$ cat src/rtl/fsm_pkg.sv
package fsm_pkg;
  localparam int DEF_ST_W  = 2;
  localparam int DEF_IN_W  = 1;
  localparam int DEF_OUT_W = 1;

  function automatic int tbl_depth(input int st_w, input int in_w);
    return 1 << (st_w + in_w);
  endfunction
endpackage

$ cat src/rtl/fsm_table.sv
module fsm_table #(
  parameter int AW = 3,
  parameter int DW = 3
) (
  input  logic          clk,
  input  logic          rst,
  input  logic          wr_en,
  input  logic [AW-1:0] wr_addr,
  input  logic [DW-1:0] wr_data,
  input  logic [AW-1:0] rd_addr,
  output logic [DW-1:0] rd_data
);
  localparam int DEPTH = 1 << AW;

  logic [DW-1:0] mem [DEPTH];

  initial begin
    for (int i = 0; i < DEPTH; i++) mem[i] = '0;
  end

  always_ff @(posedge clk) begin
    if (wr_en) mem[wr_addr] <= wr_data;
  end

  assign rd_data = mem[rd_addr];

  logic armed = 1'b0;
  always_ff @(posedge clk) begin
    if (rst) armed <= 1'b1;
  end

  assert_write_visible_R5: assert property (@(posedge clk) disable iff (rst || !armed)
    ($past(wr_en) && rd_addr == $past(wr_addr)) |-> rd_data == $past(wr_data));
endmodule

$ cat src/rtl/fsm_addr_join.sv
module fsm_addr_join #(
  parameter int ST_W  = 2,
  parameter int IN_W  = 1,
  parameter int OUT_W = 1
) (
  input  logic [ST_W-1:0]       state_i,
  input  logic [IN_W-1:0]       in_i,
  input  logic [ST_W+OUT_W-1:0] word_i,
  output logic [ST_W+IN_W-1:0]  addr_o,
  output logic [ST_W-1:0]       next_o,
  output logic [OUT_W-1:0]      out_o
);
  assign addr_o = {state_i, in_i};
  assign next_o = word_i[ST_W+OUT_W-1 -: ST_W];
  assign out_o  = word_i[OUT_W-1:0];
endmodule

$ cat src/rtl/fsm_state_reg.sv
module fsm_state_reg #(
  parameter int ST_W = 2
) (
  input  logic            clk,
  input  logic            rst,
  input  logic            run,
  input  logic [ST_W-1:0] next_i,
  output logic [ST_W-1:0] state_q
);
  always_ff @(posedge clk) begin
    if (rst)      state_q <= '0;
    else if (run) state_q <= next_i;
  end

  logic armed = 1'b0;
  always_ff @(posedge clk) begin
    if (rst) armed <= 1'b1;
  end

  assert_reset_zero_R1: assert property (@(posedge clk) disable iff (!armed)
    $past(rst) |-> state_q == '0);

  assert_advance_R2: assert property (@(posedge clk) disable iff (rst || !armed)
    (!$past(rst) && $past(run)) |-> state_q == $past(next_i));

  assert_hold_R4: assert property (@(posedge clk) disable iff (rst || !armed)
    (!$past(rst) && !$past(run)) |-> $stable(state_q));
endmodule

$ cat src/rtl/fsm_prog_top.sv
module fsm_prog_top #(
  parameter int ST_W  = fsm_pkg::DEF_ST_W,
  parameter int IN_W  = fsm_pkg::DEF_IN_W,
  parameter int OUT_W = fsm_pkg::DEF_OUT_W,
  localparam int AW   = ST_W + IN_W,
  localparam int DW   = ST_W + OUT_W
) (
  input  logic             clk,
  input  logic             rst,
  input  logic             run,
  input  logic [IN_W-1:0]  in_i,
  input  logic             wr_en,
  input  logic [AW-1:0]    wr_addr,
  input  logic [DW-1:0]    wr_data,
  output logic [OUT_W-1:0] out_o,
  output logic [ST_W-1:0]  state_o
);
  logic [AW-1:0]   rd_addr;
  logic [DW-1:0]   rd_word;
  logic [ST_W-1:0] next_code;
  logic [ST_W-1:0] state_q;

  fsm_table #(.AW(AW), .DW(DW)) u_table (
    .clk(clk), .rst(rst), .wr_en(wr_en), .wr_addr(wr_addr), .wr_data(wr_data),
    .rd_addr(rd_addr), .rd_data(rd_word)
  );

  fsm_addr_join #(.ST_W(ST_W), .IN_W(IN_W), .OUT_W(OUT_W)) u_join (
    .state_i(state_q), .in_i(in_i), .word_i(rd_word),
    .addr_o(rd_addr), .next_o(next_code), .out_o(out_o)
  );

  fsm_state_reg #(.ST_W(ST_W)) u_state (
    .clk(clk), .rst(rst), .run(run), .next_i(next_code), .state_q(state_q)
  );

  assign state_o = state_q;
endmodule

$ cat config.mk
export PLATFORM = sky130hd
export DESIGN_NAME = fsm_prog_top
export DESIGN_NICKNAME = d
export VERILOG_FILES = /design/src/rtl/fsm_pkg.sv /design/src/rtl/fsm_table.sv /design/src/rtl/fsm_addr_join.sv /design/src/rtl/fsm_state_reg.sv /design/src/rtl/fsm_prog_top.sv
export SDC_FILE = /design/constraint.sdc
export NUM_CORES = 1
export LEC_CHECK = 0
export BUFFER_PORTS_ARGS = -buffer_cell sky130_fd_sc_hd__buf_2
export CAP_MARGIN = 10
export CELL_PAD_IN_SITES_DETAIL_PLACEMENT = 0
export CELL_PAD_IN_SITES_GLOBAL_PLACEMENT = 1
export CORE_AREA = 10 10 64 66
export CTS_CLUSTER_DIAMETER = 30
export DETAILED_ROUTE_END_ITERATION = 10
export DIE_AREA = 0 0 74 76
export GPL_ROUTABILITY_DRIVEN = 0
export PLACE_DENSITY_LB_ADDON = 0.1
export SETUP_SLACK_MARGIN = 0.2
export SYNTH_ARGS = -nofsm -noshare
export SYNTH_HDL_FRONTEND = slang
export SYNTH_HIERARCHICAL = 1
export SYNTH_SLANG_ARGS = --single-unit
export TNS_END_PERCENT = 1
$ cat constraint.sdc
create_clock -name clk -period 3.2 [get_ports clk]
set_input_delay 0.8 -clock clk [delete_from_list [all_inputs] [get_ports clk]]
set_output_delay 0.8 -clock clk [all_outputs]
set_load 0.02 [all_outputs]
==> results by group, run 1 <==
Status
  • Outcome: finished clean

Power and ir drop
  • Net Sw Power: 125 uW
  • PwrDens: approximately 550 nW/um^2
  • Sw frac: 0.189
  • Clk pwr share: 0.333
  • P_int: 535 uW
  • LEAKAGE: 0.000422 uW
  • Combinational Power Share: 0.077
  • Reg power frac: 0.590
  • Total power: 660 uW
  • VDD IR max: 0.240 mV

Route
  • DR WL/cell: 16.4 um
  • TritonRoute pass-1 iters: 4
  • Via count: 505
  • Post-detailed-routing wire length: 1670 um
  • Antenna Violating Nets Remaining: 0
  • Remaining DRCs: 0
  • First-iteration detailed-routing DRC count: 18
  • Vias/cell: 4.95

Synth
  • Post-synth EDFFs: 24
  • Syn Area/Cell: 18.6 sq um
  • Synth Cell Area: 1090 sq um
  • Cells after Synth: 59
  • Post-synth top area share: 0.658
  • Synth area leader: edfxtp_1
  • Unique masters post-synth: 11
  • Synth warn: 6
  • Most used DFF post-synth: edfxtp_1
  • Ranking of synthesized cells by area: edfxtp_1, mux4_1, buf_4
  • Seq cells post-synth: 26
  • Ys async rst share: 0
  • Post-synth top cells: edfxtp_1, nor2_1, buf_4, mux4_1
  • Top-count cell post-synth: edfxtp_1
  • Syn Nets: 70
  • Register area share after synthesis: 0.695

STA
  • WHS: just under 600 ps
  • Setup TNS: 0 ps
  • Crit path time final: 2760 ps
  • RSZ-0062 raised after global routing: false
  • Worst relative slew slack: 0.623
  • Final hold viol count: 0
  • Setup Skew: around 14 ps
  • Fin crit share: 0.864
  • Highest clock rate: 362 MHz
  • Final Setup Violations: 0
  • Worst-Margin Slew: between 500 and 600 ps
  • Max-slew violations: 0

Place
  • Dpl hpwl: 1260 um
  • Placed Area: 1140 sq um
  • # port buffers: 13

Worst setup path
  • Reg-to-Reg End: u_state/state_q[1]
  • Setup crit end kind: output pin
  • Crit path launch type: input port
  • Critical path origin: in_i
  • Critical path type: in2out
  • Worst Path Arrival: 1960 ps
  • Crit-path max FO: 6
  • Worst r2r src: u_table/mem[3][2]
  • FF-to-FF setup slack: between 1500 and 2000 ps
  • R2R cell count: 4
  • CP required: 2400 ps

Finish
  • Layout Nets: 81
  • Layout cells sized above 1: 0.290
  • Final core occ: 0.409
  • Finished Cell Area: between 1000 and 1500 sq um
  • Layout area overhead: 9.37%
  • Ant diodes: 0

CTS
  • CTS tree: yes
  • Post_cts resized: 0
  • CTS hold repair buffers: 0
  • Htree depth: 1
  • Worst-skew pair later-pin latency: 320 ps
  • Sink Count: 26
  • Num CTS Buffers: 3
  • # Post-CTS Setup Buffers: 0
  • Clk slew on worst S/H paths: around 140 ps
  • Root Driver: clkbuf_4
  • CTS Buffer Depth: 2

Floorplanning
  • Die area: 5620 sq um
  • Row count: 20
  • Die Y: around 76 um
  • I/O Pins: 14
  • Initial core utilization: 0.374
  • Core Region: about 2900 sq um
  • Die X: approximately 74 um

Worst hold path
  • Hold Startpoint: u_state/state_q[0]
  • WHS Endpoint: u_state/state_q[0]
  • Worst Hold Path Cells: 2
  • Hold crit path type: reg2reg

Global route
  • Vias in the first global route: 541
  • Initial antenna violation count: 0
  • First-pass GRT wire length: 2820 um
  • GRT Resource Usage Total: 0.0672
  • Largest net degree at the start of global routing: 16
  • Grt total ovfl: 0

Job
  • Max Cap Viol: 0
[area by class of cell]
| type | instances | area, sq um |
|---|---|---|
| well taps | 33 | 41.3 |
| fillers | 269 | 1730 |
| multi-input cells | 26 | 278 |
| repair buffers | 13 | 65.1 |
| flip-flops and latches | 26 | 761 |
| clock buffers | 3 | 22.5 |
| clock inverters | 1 | 30.0 |
[stage by stage]
stage          worst slack, ps  cells
2_1_floorplan              472     59
3_3_place_gp               427     98
3_5_place_dp               422     98
4_1_cts                    421    102
5_1_grt                    389    102
6_report                   436    102
[layer usage]
layer	global-route usage	wire, um	vias to the layer above
met5	0	0	-
met4	0.0504	55	0
met3	0.0299	129	4
met2	0.0845	667	15
met1	0.0859	817	239
li1	-	-	247
[cells by family (layout without fill, tap and decap cells)]
family	count (synthesis)	count (layout)	share of synthesized area
DFF	26	26	0.695
muxes	11	11	0.193
buffers and inverters	7	17	0.0514
and+or+nand+nor	15	15	0.0606
[worst max path at each step]
stage	end	slack [ps]
after CTS	out_o	420
after global routing	out_o	390
after global placement	out_o	430
after detailed placement	out_o	420
final	out_o	440
after floorplan	out_o	470
[flip-flops by register name (all words and copies together), names as in the netlist]
register and cells:
u_table/mem 24, u_state/state_q 2
[critical path, stage by stage]
cell	delay (ps)
buf_2	180
mux4_1	560
mux2_2	270
buf_2	160
[layout by cell type (no fill, tap or decap)]
master,n
buf_2,13
bufinv_16,1
clkbuf_4,3
dfxtp_1,2
edfxtp_1,24
mux2_2,3
mux2i_1,2
mux4_1,6
nand2_1,2
nand2b_1,3
nor2_1,8
nor3_1,2
[power by group through the flow]
stage,clock (uW),sequential [uW],combinational (uW)
floorplan,0,396,43.1
global placement,0,398,51.8
detailed placement,0,398,51.5
CTS,229,390,51.8
global route,243,391,56.8
finish,220,390,50.5
No activity file was read; power rests on OpenSTA's default activity.
==> run 2, diff against run 1 <==
- BUFFER_PORTS_ARGS: -buffer_cell sky130_fd_sc_hd__buf_2 -> not set
- DONT_BUFFER_PORTS: not set -> 1
==> run 2 against run 1 <==
  * Die area unchanged
  * Cell count down 13%
  * Design area decreased by 6.8%
  * Combinational power shrank 36%
  * Worst hold slack worse by 51 ps
  * Sequential share of layout area is 4.6 points higher
  * Non-clock buffer count decreased by 13
  * Critical path type unchanged
  * Critical endpoint unchanged
  * Largest cell class unchanged
==> results by group, run 2 (same netlist as run 1, synthesis figures left out) <==
Status
  • Outcome: finished clean

Place
  • # port buffers: 0
  • Placed Area: 1080 sq um
  • Worst Setup Slack post-DPL: 721 ps
  • Dpl hpwl: 1420 um

Route
  • Via count: 459
  • Post-detailed-routing wire length: 1740 um
  • First-iteration detailed-routing DRC count: 27
  • Remaining DRCs: 0
  • Vias/cell: 5.16
  • DR WL/cell: around 20 um
  • TritonRoute pass-1 iters: 4
  • Antenna Violating Nets Remaining: 0

Floorplanning
  • Die area: 5620 sq um
  • Die X: roughly 74 um
  • Core Region: 2930 sq um
  • Row count: 20
  • I/O Pins: 14
  • Die Y: 76 um
  • Initial core utilization: 0.374

CTS
  • Sink Count: 26
  • Clk slew on worst S/H paths: 130 ps
  • CTS Buffer Depth: 2
  • CTS tree: yes
  • # Post-CTS Setup Buffers: 0
  • Worst-skew pair later-pin latency: 310 ps
  • Post_cts resized: 0
  • Num CTS Buffers: 3
  • Htree depth: 1
  • CTS hold repair buffers: 0
  • Root Driver: clkbuf_4

STA
  • Crit path time final: 2470 ps
  • Highest clock rate: approximately 400 MHz
  • Final Setup Violations: 0
  • Setup TNS: 0 ps
  • Max-slew violations: 0
  • Setup Skew: 3.94 ps
  • RSZ-0062 raised after global routing: false
  • Fin crit share: 0.773
  • Final WS setup: approximately 730 ps
  • Final hold viol count: 0
  • Worst-Margin Slew: 516 ps
  • Worst relative slew slack: 0.653

Power and ir drop
  • Reg power frac: 0.677
  • Total power: ~580 uW
  • Clk pwr share: 0.268
  • Sw frac: 0.189
  • Combinational Power Share: 0.055
  • LEAKAGE: 0.000362 uW
  • VDD IR max: 0.269 mV
  • Net Sw Power: 110 uW
  • PwrDens: 521 nW/um^2
  • P_int: 472 uW

Worst setup path
  • CP required: roughly 2400 ps
  • Cells along the critical path: mux4_1, mux2_2
  • Crit-path max FO: 6
  • Worst r2r src: u_state/state_q[1]
  • Reg-to-Reg End: u_state/state_q[1]
  • Critical path type: in2out
  • FF-to-FF setup slack: 1630 ps
  • R2R cell count: 4
  • Crit path launch type: input port
  • Biggest cell delay along the critical path: 530 ps
  • Setup crit end kind: output pin
  • Worst Path Arrival: roughly 1700 ps
  • Worst path slowest cell: mux4_1
  • Cell family with most CP delay: multiplexers
  • WP buf/inv: 0

Finish
  • Largest registers: u_table/mem: 24 flops, u_state/state_q: 2 flops
  • Finished Cell Area: about 1100 sq um
  • Max reg flops: 24
  • Fill cells: roughly 260
  • Layout area overhead: 1.94%
  • Ant diodes: 0
  • Biggest register: u_table/mem
  • Most frequent cells in the layout: edfxtp_1, nor2_1, mux4_1
  • Layout Nets: 68
  • Layout cells sized above 1: 0.125
  • Most common cell after layout, fill and taps aside: edfxtp_1

Global route
  • First-pass GRT wire length: around 2700 um
  • GRT Resource Usage Total: 0.0629
  • Grt total ovfl: 0
  • Initial antenna violation count: 0
  • Vias in the first global route: roughly 540
  • Largest net degree at the start of global routing: 15

Job
  • Max Cap Viol: 0

Worst hold path
  • WHS Endpoint: u_state/state_q[1]
  • Hold Startpoint: rst
  • Worst Hold Path Cells: 1
  • Hold crit path type: in2reg
-- run 2: layout make-up --
cell class	instances	area (sq um)	area share
flip-flops and latches	26	761	0.682
multi-input cells	26	278	0.249
clock buffers	4	36.3	0.0325
well taps	33	41.3	0.0370
-- run 2: through the flow --
stage	instances	util	hold slack, ps
CTS	89	0.381	525
global placement	85	0.369	673
detailed placement	85	0.369	705
floorplan	59	-	590
global route	89	0.381	519
finish	89	0.381	540
-- run 2: worst max path at each step --
stage	endpoint	depth (start not counted)	slack [ps]	from
6_report	out_o	2	730	in_i
5_1_grt	out_o	2	630	u_state/state_q[1]
4_1_cts	out_o	2	700	u_state/state_q[1]
3_5_place_dp	out_o	2	720	in_i
3_3_place_gp	out_o	2	740	in_i
2_1_floorplan	out_o	5	470	in_i
-- run 2: routing by layer --
layer | GRT usage | vias to the layer above | wire length, um
met1 | 0.0660 | 220 | 683
met5 | 0 | - | 0
met4 | 0.0280 | 0 | 10
met2 | 0.0947 | 13 | 824
met3 | 0.0417 | 2 | 225
li1 | - | 224 | -
-- run 2: power groups by stage --
stage	sequential (uW)	combinational, uW	clock (uW)
finish	393	32.1	156
detailed placement	402	32.5	0
CTS	394	32.7	163
global placement	401	31.3	0
floorplan	396	43.1	0
global route	395	34.7	177
